File: src/rtl/mda_pkg.sv
package mda_pkg;
  // Field positions inside the two configuration words.
  localparam int CMP_LSB  = 16;  // compare value in word 0
  localparam int PRIV_BIT = 8;   // word 1
  localparam int SEC_BIT  = 9;   // word 1
  localparam int LOCK_BIT = 31;  // word 1
  localparam int CFG_W    = 32;

  typedef enum logic {
    WORD_MASKCMP = 1'b0,
    WORD_ATTR    = 1'b1
  } cfg_word_e;
endpackage

File: src/rtl/mda_entry.sv
module mda_entry
  import mda_pkg::*;
#(
  parameter int TAG_W = 8,
  parameter int DID_W = 4
) (
  input  logic             clk,
  input  logic             rst_n,
  input  logic             wr_en,
  input  cfg_word_e        wr_word,
  input  logic [TAG_W-1:0] wr_mask,
  input  logic [TAG_W-1:0] wr_cmp,
  input  logic [DID_W-1:0] wr_did,
  input  logic             wr_priv,
  input  logic             wr_sec,
  input  logic             wr_lock,
  input  logic [TAG_W-1:0] tag,
  output logic             hit,
  output logic [DID_W-1:0] ent_did,
  output logic             ent_priv,
  output logic             ent_sec
);
  logic [TAG_W-1:0] mask_q, cmp_q;
  logic             valid_q, lock_q;

  always_ff @(posedge clk) begin
    if (!rst_n) begin
      mask_q   <= '0;
      cmp_q    <= '0;
      ent_did  <= '0;
      ent_priv <= 1'b1;
      ent_sec  <= 1'b1;
      valid_q  <= 1'b0;
      lock_q   <= 1'b0;
    end else if (wr_en && !lock_q) begin
      if (wr_word == WORD_MASKCMP) begin
        mask_q <= wr_mask;
        cmp_q  <= wr_cmp;
      end else begin
        ent_did  <= wr_did;
        ent_priv <= wr_priv;
        ent_sec  <= wr_sec;
        lock_q   <= wr_lock;
        valid_q  <= 1'b1;
      end
    end
  end

  assign hit = valid_q && (((tag ^ cmp_q) & ~mask_q) == '0);

  // lock never falls outside reset
  p_lock_sticky_r8: assert property (@(posedge clk) disable iff (!rst_n)
    lock_q |=> lock_q);
  // a locked entry keeps all its fields
  p_locked_frozen_r8: assert property (@(posedge clk) disable iff (!rst_n)
    lock_q |=> ($stable(mask_q) && $stable(cmp_q) && $stable(ent_did)
                && $stable(ent_priv) && $stable(ent_sec)));
  // attribute write on an unlocked entry leaves it valid
  p_attr_sets_valid_r3: assert property (@(posedge clk) disable iff (!rst_n)
    (wr_en && wr_word == WORD_ATTR && !lock_q) |=> valid_q);
endmodule

File: src/rtl/mda_pick.sv
module mda_pick #(
  parameter int ENTRIES = 4,
  parameter int DID_W   = 4
) (
  input  logic                           clk,
  input  logic                           rst_n,
  input  logic [ENTRIES-1:0]             hit_vec,
  input  logic [ENTRIES-1:0][DID_W-1:0]  did_vec,
  input  logic [ENTRIES-1:0]             priv_vec,
  input  logic [ENTRIES-1:0]             sec_vec,
  input  logic                           dflt_priv,
  input  logic                           dflt_sec,
  output logic [DID_W-1:0]               sel_did,
  output logic                           sel_priv,
  output logic                           sel_sec
);
  logic [ENTRIES-1:0] first_oh;

  always_comb begin
    logic found;
    found    = 1'b0;
    first_oh = '0;
    for (int i = 0; i < ENTRIES; i++) begin
      if (hit_vec[i] && !found) begin
        first_oh[i] = 1'b1;
        found       = 1'b1;
      end
    end
  end

  always_comb begin
    sel_did  = '0;
    sel_priv = dflt_priv;
    sel_sec  = dflt_sec;
    for (int i = 0; i < ENTRIES; i++) begin
      if (first_oh[i]) begin
        sel_did  = did_vec[i];
        sel_priv = priv_vec[i];
        sel_sec  = sec_vec[i];
      end
    end
  end

  // no hit below the chosen entry, and the chosen entry did hit
  p_lowest_hit_r5: assert property (@(posedge clk) disable iff (!rst_n)
    (first_oh != '0) |-> (((hit_vec & (first_oh - 1'b1)) == '0)
                          && ((first_oh & hit_vec) == first_oh)));
  // any hit selects exactly one entry
  p_hit_selects_one_r4: assert property (@(posedge clk) disable iff (!rst_n)
    (hit_vec != '0) |-> $onehot(first_oh));
endmodule

File: src/rtl/mda_rsp_stage.sv
module mda_rsp_stage #(
  parameter int DID_W = 4
) (
  input  logic             clk,
  input  logic             rst_n,
  input  logic             in_valid,
  output logic             in_ready,
  input  logic [DID_W-1:0] in_did,
  input  logic             in_priv,
  input  logic             in_sec,
  output logic             out_valid,
  input  logic             out_ready,
  output logic [DID_W-1:0] out_did,
  output logic             out_priv,
  output logic             out_sec
);
  assign in_ready = !out_valid || out_ready;

  always_ff @(posedge clk) begin
    if (!rst_n) begin
      out_valid <= 1'b0;
      out_did   <= '0;
      out_priv  <= 1'b0;
      out_sec   <= 1'b0;
    end else if (in_ready) begin
      out_valid <= in_valid;
      if (in_valid) begin
        out_did  <= in_did;
        out_priv <= in_priv;
        out_sec  <= in_sec;
      end
    end
  end

  // a stalled result holds still
  p_stall_hold_r11: assert property (@(posedge clk) disable iff (!rst_n)
    (out_valid && !out_ready) |=> (out_valid && $stable(out_did)
                                   && $stable(out_priv) && $stable(out_sec)));
  // an accepted request yields a result on the next cycle
  p_accept_to_rsp_r10: assert property (@(posedge clk) disable iff (!rst_n)
    (in_valid && in_ready) |=> out_valid);
endmodule

File: src/rtl/bus_domain_assign.sv
module bus_domain_assign
  import mda_pkg::*;
#(
  parameter int NUM_MASTERS = 4,
  parameter int NUM_ENTRIES = 4,
  parameter int TAG_W       = 8,
  parameter int DID_W       = 4,
  localparam int MW = (NUM_MASTERS > 1) ? $clog2(NUM_MASTERS) : 1,
  localparam int EW = (NUM_ENTRIES > 1) ? $clog2(NUM_ENTRIES) : 1
) (
  input  logic             clk,
  input  logic             rst_n,
  input  logic             cfg_we,
  input  logic [MW-1:0]    cfg_master,
  input  logic [EW-1:0]    cfg_index,
  input  logic             cfg_word,
  input  logic [31:0]      cfg_wdata,
  input  logic             req_valid,
  output logic             req_ready,
  input  logic [MW-1:0]    req_master,
  input  logic [TAG_W-1:0] req_tag,
  input  logic             req_priv,
  input  logic             req_sec,
  output logic             rsp_valid,
  input  logic             rsp_ready,
  output logic [DID_W-1:0] rsp_did,
  output logic             rsp_priv,
  output logic             rsp_sec
);
  wire unused_cfg = &{1'b0, cfg_wdata};

  cfg_word_e wr_word;
  assign wr_word = cfg_word_e'(cfg_word);

  logic [NUM_MASTERS-1:0][DID_W-1:0] m_did;
  logic [NUM_MASTERS-1:0]            m_priv;
  logic [NUM_MASTERS-1:0]            m_sec;

  for (genvar m = 0; m < NUM_MASTERS; m++) begin : g_master
    logic [NUM_ENTRIES-1:0]            hits;
    logic [NUM_ENTRIES-1:0][DID_W-1:0] dids;
    logic [NUM_ENTRIES-1:0]            privs;
    logic [NUM_ENTRIES-1:0]            secs;

    for (genvar e = 0; e < NUM_ENTRIES; e++) begin : g_entry
      logic sel;
      assign sel = cfg_we && (cfg_master == MW'(m)) && (cfg_index == EW'(e));
      mda_entry #(.TAG_W(TAG_W), .DID_W(DID_W)) entry_i (
        .clk      (clk),
        .rst_n    (rst_n),
        .wr_en    (sel),
        .wr_word  (wr_word),
        .wr_mask  (cfg_wdata[TAG_W-1:0]),
        .wr_cmp   (cfg_wdata[CMP_LSB +: TAG_W]),
        .wr_did   (cfg_wdata[DID_W-1:0]),
        .wr_priv  (cfg_wdata[PRIV_BIT]),
        .wr_sec   (cfg_wdata[SEC_BIT]),
        .wr_lock  (cfg_wdata[LOCK_BIT]),
        .tag      (req_tag),
        .hit      (hits[e]),
        .ent_did  (dids[e]),
        .ent_priv (privs[e]),
        .ent_sec  (secs[e])
      );
    end

    mda_pick #(.ENTRIES(NUM_ENTRIES), .DID_W(DID_W)) pick_i (
      .clk       (clk),
      .rst_n     (rst_n),
      .hit_vec   (hits),
      .did_vec   (dids),
      .priv_vec  (privs),
      .sec_vec   (secs),
      .dflt_priv (req_priv),
      .dflt_sec  (req_sec),
      .sel_did   (m_did[m]),
      .sel_priv  (m_priv[m]),
      .sel_sec   (m_sec[m])
    );
  end

  logic [DID_W-1:0] look_did;
  logic             look_priv, look_sec;

  always_comb begin
    look_did  = '0;
    look_priv = req_priv;
    look_sec  = req_sec;
    for (int m = 0; m < NUM_MASTERS; m++) begin
      if (req_master == MW'(m)) begin
        look_did  = m_did[m];
        look_priv = m_priv[m];
        look_sec  = m_sec[m];
      end
    end
  end

  mda_rsp_stage #(.DID_W(DID_W)) stage_i (
    .clk       (clk),
    .rst_n     (rst_n),
    .in_valid  (req_valid),
    .in_ready  (req_ready),
    .in_did    (look_did),
    .in_priv   (look_priv),
    .in_sec    (look_sec),
    .out_valid (rsp_valid),
    .out_ready (rsp_ready),
    .out_did   (rsp_did),
    .out_priv  (rsp_priv),
    .out_sec   (rsp_sec)
  );

  // back-pressure blocks new requests at the port
  p_stall_blocks_req_r11: assert property (@(posedge clk) disable iff (!rst_n)
    (rsp_valid && !rsp_ready) |-> !req_ready);
endmodule

File: config.mk
export PLATFORM = sky130hd
export DESIGN_NAME = bus_domain_assign
export DESIGN_NICKNAME = d
export VERILOG_FILES = /design/src/rtl/mda_pkg.sv /design/src/rtl/mda_entry.sv /design/src/rtl/mda_pick.sv /design/src/rtl/mda_rsp_stage.sv /design/src/rtl/bus_domain_assign.sv
export SDC_FILE = /design/constraint.sdc
export NUM_CORES = 1
export LEC_CHECK = 0
export ABC_CLOCK_PERIOD_IN_PS = 5100
export BUFFER_PORTS_ARGS = -buffer_cell sky130_fd_sc_hd__buf_4
export CAP_MARGIN = 5
export CORE_ASPECT_RATIO = 2
export CORE_MARGIN = 2
export CORE_UTILIZATION = 50
export DETAILED_ROUTE_END_ITERATION = 10
export PLACE_DENSITY_LB_ADDON = 0.08
export SETUP_SLACK_MARGIN = 0.4
export SYNTH_ARGS = -nofsm -noshare
export SYNTH_HDL_FRONTEND = slang
export SYNTH_SLANG_ARGS = --single-unit
File: constraint.sdc
create_clock -name clk -period 5.1 [get_ports clk]
set_input_delay 1.02 -clock clk [delete_from_list [all_inputs] [get_ports clk]]
set_output_delay 1.02 -clock clk [all_outputs]
set_load 0.1 [all_outputs]
==> results.txt <==
- Routed length per placed instance: slightly above 20 µm
- I/O pin count: between 60 and 70
- The design draws 6.43 mW.
- In the final layout, the share of cells above drive strength 1 is 0.0719.
- For this run, the number of Yosys warnings is 0.
- Register bit total from synthesis: 391
* Clk_lat worst skew: 0.53 ns
- Initial Util: 0.508
- For this run, the detailed router's first-pass iteration total came to 5.
- Dividing the final minimum period by the clock period gives 0.785.
- Leaving out fill and tap cells, the most frequent cells in the layout are sky130_fd_sc_hd__nand2_1 (625), sky130_fd_sc_hd__dfxtp_1 (391), sky130_fd_sc_hd__a21oi_1 (303), sky130_fd_sc_hd__nor2_1 (121), sky130_fd_sc_hd__xnor2_1 (112).
- Cell occurring most often along the worst timing path: sky130_fd_sc_hd__buf_4
* Worst r2r dst: stage_i.out_did[0]
- In this run the worst setup path begins at req_tag[4].
- For this run, the share of the core covered by cells in the final layout is 0.561.
- Final critical delay including setup and external delays: 4.01 ns
- Crit-path cells: buf_4, xor2_1, a222oi_1, nor4b_4, buf_4, a31o_2, nor3_1, a2111oi_0, buf_4, o22a_1, o32ai_1
* Clock-pin slew of the registers on the worst-case setup and hold paths: approximately 0.06 ns
- Antenna violations before repair: 0
* Vias per std cell: 5.67
- Detailed placement finished with a half-perimeter wire length of 32.6 mm.
* H-Tree Level Count: 2
* Number of buffers added to fix hold violations after cts: 0
- Setup total negative slack on the finished layout was measured at 0 ns.
- In this run the number of cells on the critical path is 11.
- 0 antenna diodes ended up in the layout.
- Total of buffers placed on input and output ports: 48
- Clock skew on the completed layout was measured at 0.00804 ns.
* First-pass GRT wire length: 78.7 mm
- The longest clock path from root to sink contains 3 buffers.
* Number of standard-cell rows in the floorplan: 94
- Count of flip-flops with a built-in enable after synthesis: 0
- Number of hold violations in the final report: 0
* Setup slack, reg-to-reg: about 1.6 ns
- Cell family with the largest share of critical-path delay: compound AO/OA/AOI/OAI gates
* Total via count after detailed routing: 14366
- After the first detailed-routing iteration, the DRC count stood at 963.
- Total clock sinks: 391
- Static timing analysis puts the maximum clock frequency at about 0.25 GHz.
* Instance count of the mapped netlist: 2122
- Die span in y: 263 µm
* Type of the worst min-delay path: reg -> reg
- Cell Pwr Density: 348 mW/mm²
- After clock tree synthesis, the setup repair step added 0 buffers.
- Setup violations remaining at the end of the flow were counted as 0.
- Highest fanout seen on the critical path: 13
- The congestion estimate from routability-driven global placement came to 0.917.
* Setup crit end: stage_i.out_did[0]
* Number of nets in the final layout: 2130
- The critical path is of the in -> reg type.
- Launch point of the worst reg-to-reg path: g_master[0].g_entry[1].entry_i.cmp_q[4]
- Max Transition Viols Final: 0
- In the synthesized netlist the async set-or-reset flop fraction comes to 0.
- Each instance of the synthesized netlist takes up on average 7.88 µm².
- TritonCTS built the clock tree.
* Remaining antenna violation count: 0
- After synthesis the cells add up to 0.0167 mm².
* Core area: 0.0329 mm²
- Slew margin rel.: 0.126
* Unique masters post-synth: between 60 and 70
* Setup repair after global routing missed its margin: false
- Entering global routing, the biggest net connects 156 pins.
* Gr ovfl total: 0
- Register area share after synthesis: 0.468
- Most used flip-flop cell after synthesis: sky130_fd_sc_hd__dfxtp_1
- Largest voltage drop on the vdd net: 0.248 mV
* Peak per-stage delay on the critical path: 1.14 ns
- In this run the horizontal extent of the chip is 133 µm.
- The run finished with clean final reports.
- Reg2reg path depth: 10
- Worst slew pin tran: 1.28 ns
- The number of nets in the synthesized netlist is 2176.
- The worst setup path is captured at a register.
* Critical path buffers and inverters: 3
- Max-cap violations in this run came to 0.
- CTS placed an instance of sky130_fd_sc_hd__clkbuf_16 at the clock tree root.
- Required time of the critical path: 5.47 ns
* Combined global-route utilization of all metal layers: 0.291
- Routed wire length: around 52 mm
- The worst setup path is launched from an input port.
* Die area: 0.0350 mm²
- Summing all placed instances gives a cell area of approximately 0.017 mm².
* Clock buffer count from CTS: 38
* Design area: 0.0185 mm²
- DRC violations left: 0
- Most common cell after layout, fill and taps aside: sky130_fd_sc_hd__nand2_1
* P_leak: between 6 and 7 nW
* Standard cell with the maximum stage delay on the critical path: sky130_fd_sc_hd__a2111oi_0
- Area growth, synth to finish: 10.4%
- Arr. time, crit path: 4.37 ns
* Cts repair resizes: 0
- Number of global-route vias before repair: 13370
[kinds of logic (layout without fill, tap and decap cells)]
family,count (synthesis),in the layout,share of synthesized area
buf+inv,201,179,0.0502
xor+xnor,128,128,0.0670
compound gates,447,447,0.155
simple gates,892,892,0.222
mux,63,63,0.0378
flops,391,391,0.468
[synth_stat cells (3+ instances only)]
cell	instances	area share
sky130_fd_sc_hd__o22ai_1	32	0.012
sky130_fd_sc_hd__dfxtp_1	391	0.47
sky130_fd_sc_hd__o21a_1	5	0.0022
sky130_fd_sc_hd__o21ai_0	20	0.0060
sky130_fd_sc_hd__a21oi_1	303	0.091
sky130_fd_sc_hd__nand4_1	3	0.0011
sky130_fd_sc_hd__nor3_1	50	0.015
sky130_fd_sc_hd__nor4_1	5	0.0019
sky130_fd_sc_hd__a221oi_1	8	0.0042
sky130_fd_sc_hd__xor2_1	16	0.0084
sky130_fd_sc_hd__a211oi_1	8	0.0036
sky130_fd_sc_hd__nand3b_1	6	0.0027
sky130_fd_sc_hd__nor2_1	121	0.027
sky130_fd_sc_hd__mux2i_1	62	0.037
sky130_fd_sc_hd__nand2_1	625	0.14
sky130_fd_sc_hd__and2_1	8	0.0030
sky130_fd_sc_hd__buf_6	9	0.0061
sky130_fd_sc_hd__o22a_1	13	0.0068
sky130_fd_sc_hd__inv_1	31	0.0070
sky130_fd_sc_hd__or3_1	26	0.0097
sky130_fd_sc_hd__and3_1	7	0.0026
sky130_fd_sc_hd__o221ai_1	3	0.0016
sky130_fd_sc_hd__xnor2_1	112	0.059
sky130_fd_sc_hd__a2111oi_0	4	0.0021
sky130_fd_sc_hd__buf_1	9	0.0020
sky130_fd_sc_hd__clkbuf_1	142	0.032
sky130_fd_sc_hd__o21ai_1	3	0.00090
sky130_fd_sc_hd__a311oi_1	4	0.0021
sky130_fd_sc_hd__buf_2	8	0.0024
sky130_fd_sc_hd__and4_1	4	0.0021
sky130_fd_sc_hd__a222oi_1	5	0.0030
sky130_fd_sc_hd__o211ai_1	12	0.0054
sky130_fd_sc_hd__nand3_1	20	0.0060
[routing by layer]
layer  global-route usage  share of wire  routed length, µm
met5                    0              0                  0
met4                0.148          0.057               2960
met3               0.0363          0.056               2920
met2                0.492           0.48              25200
met1                0.361           0.40              20900
[where the power goes]
| part | internal [mW] | switching, mW |
|---|---|---|
| Sequential | 3.08 | 0.0155 |
| Clock | 1.71 | 1.18 |
| Combinational | 0.119 | 0.325 |
[how the worst min path moves through the flow]
stage                                                        start                                       end  slack, ns  depth (start not counted)
after floorplan           g_master[0].g_entry[0].entry_i.mask_q[4]  g_master[0].g_entry[0].entry_i.mask_q[4]       0.43                          2
after global placement    g_master[0].g_entry[0].entry_i.mask_q[4]  g_master[0].g_entry[0].entry_i.mask_q[4]       0.44                          2
after detailed placement  g_master[0].g_entry[0].entry_i.mask_q[2]  g_master[0].g_entry[0].entry_i.mask_q[2]       0.44                          2
after CTS                 g_master[0].g_entry[0].entry_i.mask_q[2]  g_master[0].g_entry[0].entry_i.mask_q[2]       0.45                          2
after global routing      g_master[0].g_entry[0].entry_i.mask_q[2]  g_master[0].g_entry[0].entry_i.mask_q[2]       0.46                          2
final                     g_master[0].g_entry[0].entry_i.mask_q[2]  g_master[0].g_entry[0].entry_i.mask_q[2]       0.45                          2
[metrics by stage]
step	worst slack, ns	hold slack [ns]	std cells
final	1.09	0.453	2532
after global routing	1.02	0.462	2532
after CTS	1.31	0.452	2532
after detailed placement	0.754	0.443	2468
after global placement	0.804	0.438	2468
after floorplan	1.97	0.431	2122
[tightest hold or removal path, delay by kind of cell (launching register included)]
kind | cells | cell delay (ns)
DFF | 1 | 0.31
AOI/OAI and AO/OA | 1 | 0.05
and+or+nand+nor | 1 | 0.05
[registers in the layout (all words and copies together), names as in the netlist]
| name | count |
|---|---|
| g_master.g_entry.entry_i.ent_did | 64 |
| g_master.g_entry.entry_i.lock_q | 16 |
| g_master.g_entry.entry_i.valid_q | 16 |
| stage_i.out_did | 4 |
| stage_i.out_valid | 1 |
| g_master.g_entry.entry_i.ent_priv | 16 |
| g_master.g_entry.entry_i.cmp_q | 128 |
| stage_i.out_priv | 1 |
| g_master.g_entry.entry_i.ent_sec | 16 |
| stage_i.out_sec | 1 |
| g_master.g_entry.entry_i.mask_q | 128 |
[final cells by class]
class	instances	area [µm²]
tap	432	541
multi-input combinational	1530	8070
timing repair buffer	84	643
inverter	31	124
fill	3130	14500
clock inverter	6	134
clock buffer	58	1120
sequential	391	7830
Power figures use the tool's default switching activity.
